<file path="src/rtl/two_of_three_det.sv">
module two_of_three_det (
  input  logic clk,
  input  logic rst,
  input  logic din,
  output logic match
);

  typedef enum logic [2:0] {
    ST_NONE = 3'b000,
    ST_Z    = 3'b001,
    ST_O    = 3'b010,
    ST_ZZ   = 3'b011,
    ST_ZO   = 3'b100,
    ST_OZ   = 3'b101,
    ST_OO   = 3'b110
  } state_t;

  state_t st, nxt;

  always_comb begin
    case (st)
      ST_NONE: nxt = din ? ST_O  : ST_Z;
      ST_Z:    nxt = din ? ST_ZO : ST_ZZ;
      ST_O:    nxt = din ? ST_OO : ST_OZ;
      ST_ZZ:   nxt = din ? ST_ZO : ST_ZZ;
      ST_ZO:   nxt = din ? ST_OO : ST_OZ;
      ST_OZ:   nxt = din ? ST_ZO : ST_ZZ;
      ST_OO:   nxt = din ? ST_OO : ST_OZ;
      default: nxt = ST_NONE;
    endcase
  end

  always_ff @(posedge clk) begin
    if (rst) st <= ST_NONE;
    else     st <= nxt;
  end

  logic one_prev, two_prev;
  assign one_prev = (st == ST_ZO) || (st == ST_OZ);
  assign two_prev = (st == ST_OO);
  assign match = !rst && ((one_prev && din) || (two_prev && !din));

endmodule


</file>
<file path="config.mk">
export PLATFORM = sky130hd
export DESIGN_NAME = two_of_three_det
export DESIGN_NICKNAME = d
export VERILOG_FILES = /design/src/rtl/two_of_three_det.sv
export SDC_FILE = /design/constraint.sdc
export NUM_CORES = 1
export LEC_CHECK = 0
export BUFFER_PORTS_ARGS = -buffer_cell sky130_fd_sc_hd__buf_2
export CAP_MARGIN = 10
export CORE_AREA = 2 2 39 41
export DETAILED_ROUTE_END_ITERATION = 6
export DIE_AREA = 0 0 41 43
export GPL_ROUTABILITY_DRIVEN = 1
export PLACE_DENSITY = 0.3
export SYNTH_ARGS = -nofsm -noshare
export SYNTH_HDL_FRONTEND = slang
export SYNTH_SLANG_ARGS = --single-unit
</file>
<file path="constraint.sdc">
create_clock -name clk -period 1.1 [get_ports clk]
set_input_delay 0.165 -clock clk [delete_from_list [all_inputs] [get_ports clk]]
set_output_delay 0.165 -clock clk [all_outputs]
set_load 0.02 [all_outputs]
</file>
==> impl_metrics.json <==
{
  "critical_path_arrival_ps": 1010,
  "start_util_pct": 9.67,
  "top_regs": "st x3",
  "layout_min_cycle_time_ps": 1180,
  "drc_errors": 0,
  "synth_async_sr_flop_share_pct": 0,
  "hold_path.class": "in2reg",
  "syn_nets": 17,
  "fin_ws_ps": -75.4,
  "synth_ff_type": "dfxtp_1",
  "critical_path_peak_fanout": 4,
  "holdPathStages": 2,
  "cts_max_path_buffers": 2,
  "first_iter_violations": 5,
  "nNetsFinal": 26,
  "die-area_mm2": 0.00176,
  "leakagePower_nw": 0.0801,
  "io_pins": 4,
  "worst_ep_required_time_ps": 940,
  "grt_max_degree": 7,
  "synthAdderAreaFrac_pct": 0,
  "synth_area_leader_cell": "dfxtp_1",
  "synth.area.top_cells": "dfxtp_1, nor3b_2, mux2i_1",
  "crit_chain": "mux2i_1 > nor3b_2 > buf_4",
  "fp-row-count": 14,
  "largest-register": "st",
  "cts_sinks": 3,
  "antenna_found_initial": 0,
  "setup_viol": 1,
  "synth_top_family_by_area": "simple AND/OR/NAND/NOR gates",
  "yosysSeqAreaShare_pct": 44.9,
  "drv_slew": 0,
  "yosys.area_share.simple_pct": 31.8,
  "synth-xor-area-share_pct": 0,
  "post_cts_buffers": 0,
  "grt_overflow": 0,
  "avgViaCountPerCell": 3.26,
  "clk_pin_slew_ps": 40,
  "syn_area_per_cell_um2": 9.56,
  "htreeDepth": 1,
  "crit_cells": 3,
  "grt_pass1_vias": 113,
  "final_antenna_net_count": 0,
  "status": "finished with violations",
  "ir_worst_vdd_mv": 0.514,
  "holdWs_ps": 142,
  "path_buf_inv": 1,
  "path_class": "reg2out",
  "globalplace.congestion": 0.684,
  "wirelength_um": 282,
  "cp-start-kind": "register",
  "finalCritPeriodShare_pct": 107,
  "maxCapViolCount": 0,
  "hold_buffers": 0,
  "slowest_delay_ps": 350,
  "max_freq_ghz": 0.851,
  "drtPass1Iterations": 2,
  "drt-wirelength-per-cell_um": 7.42,
  "die_y_um": 43,
  "rsz0062_at_grt": "yes",
  "diodes": 0,
  "syn_to_final_growth_pct": 54.2,
  "numCtsBuffers": 3,
  "hold_viol": 0,
  "largest_reg_flops": 3,
  "worstMarginPinSlew_ps": 204,
  "crit_family": "flip-flops",
  "crit_path_end_kind": "output port",
  "drive_gt1_share_pct": 40.9,
  "synth_top_cells_by_count": "dfxtp_1, nand2_1",
  "die_w_um": 41,
  "grt_pass1_wl_um": 448,
  "clk_latency_ps": 230,
  "synthMuxAreaShare_pct": 7.48,
  "fin_skew_ps": 0.939,
  "powerDensity_mw_per_mm2": 1710,
  "netlist_instances": 14,
  "max_slew_margin_pct": 86.3,
  "synth_seq_cells": 3,
  "yosysWarnings": 0,
  "synth_area_um2": 134,
  "worst_path_max_delay_cell": "dfxtp_2",
  "violations": "setup timing",
  "synth-edff-count": 0,
  "setup-tns-final_ps": -75.4,
  "vias": 124,
  "cts_tree": "yes",
  "synth.most_common_cell": "dfxtp_1",
  "grtUsageTotal_pct": 4.81,
  "yosysTopAreaCellShare_pct": 44.9,
  "io_buffers": 3,
  "r2r_cells": 3,
  "yosysUniqueCellTypes": 11,
  "core_mm2": 0.00138,
  "cts_root_buf": "clkbuf_4",
  "synth_compound_area_share_pct": 15.9
}
==> per-layer routing <==
metal | GRT usage [%] | routed length [um]
met4 | 6.00 | 0
met1 | 4.49 | 144
met2 | 4.06 | 134
met3 | 6.28 | 3
met5 | 0 | 0
==> per-stage QoR <==
step	area, um^2	worst slack, ps	instances	util, %	total power (W)
after floorplan	134	117	14	-	0.000145
after global placement	176	119	34	12.7	0.000161
after detailed placement	176	118	34	12.7	0.000161
after CTS	206	-94.9	38	14.9	0.000367
after global routing	206	-133	38	14.9	0.000381
final	206	-75.4	38	14.9	0.000352
==> cell usage in the layout (no fill, tap or decap), drive strengths merged <==
cell type,n
a21oi,1
a211oi,1
clkbuf,4
nor3b,1
nor3,1
a311oi,1
mux2i,1
nand3b,1
buf,4
nand2,2
nand2b,1
nor2,1
dfxtp,3
==> power breakdown <==
group	switching (W)	internal, W
sequential	0.00000698	0.000118
clock	0.0000563	0.000136
combinational	0.0000168	0.0000182
==> layout make-up <==
type | count | area, um^2
flip-flops and latches | 3 | 61.3
well taps | 16 | 20.0
clock buffers | 4 | 26.3
fillers | 158 | 1180
repair buffers | 4 | 25.0
multi-input cells | 11 | 73.8
==> logic make-up after synthesis <==
group | Yosys count
compound gates | 3
flops | 3
mux | 1
simple gates | 7
==> final timing paths <==
check | from | end | slack, ps
setup / recovery | st[1] | match | -80
hold / removal | rst | st[1] | 140
setup reg to reg | st[0] | st[2] | 290
hold reg to reg | st[1] | st[0] | 490
==> timing repair <==
item / 4_1_cts / 5_1_grt
resized for setup: 2 / 0
cloned: 0 / 0
endpoints found under the setup margin: 1 / 1
No activity file was read; power rests on OpenSTA's default activity.
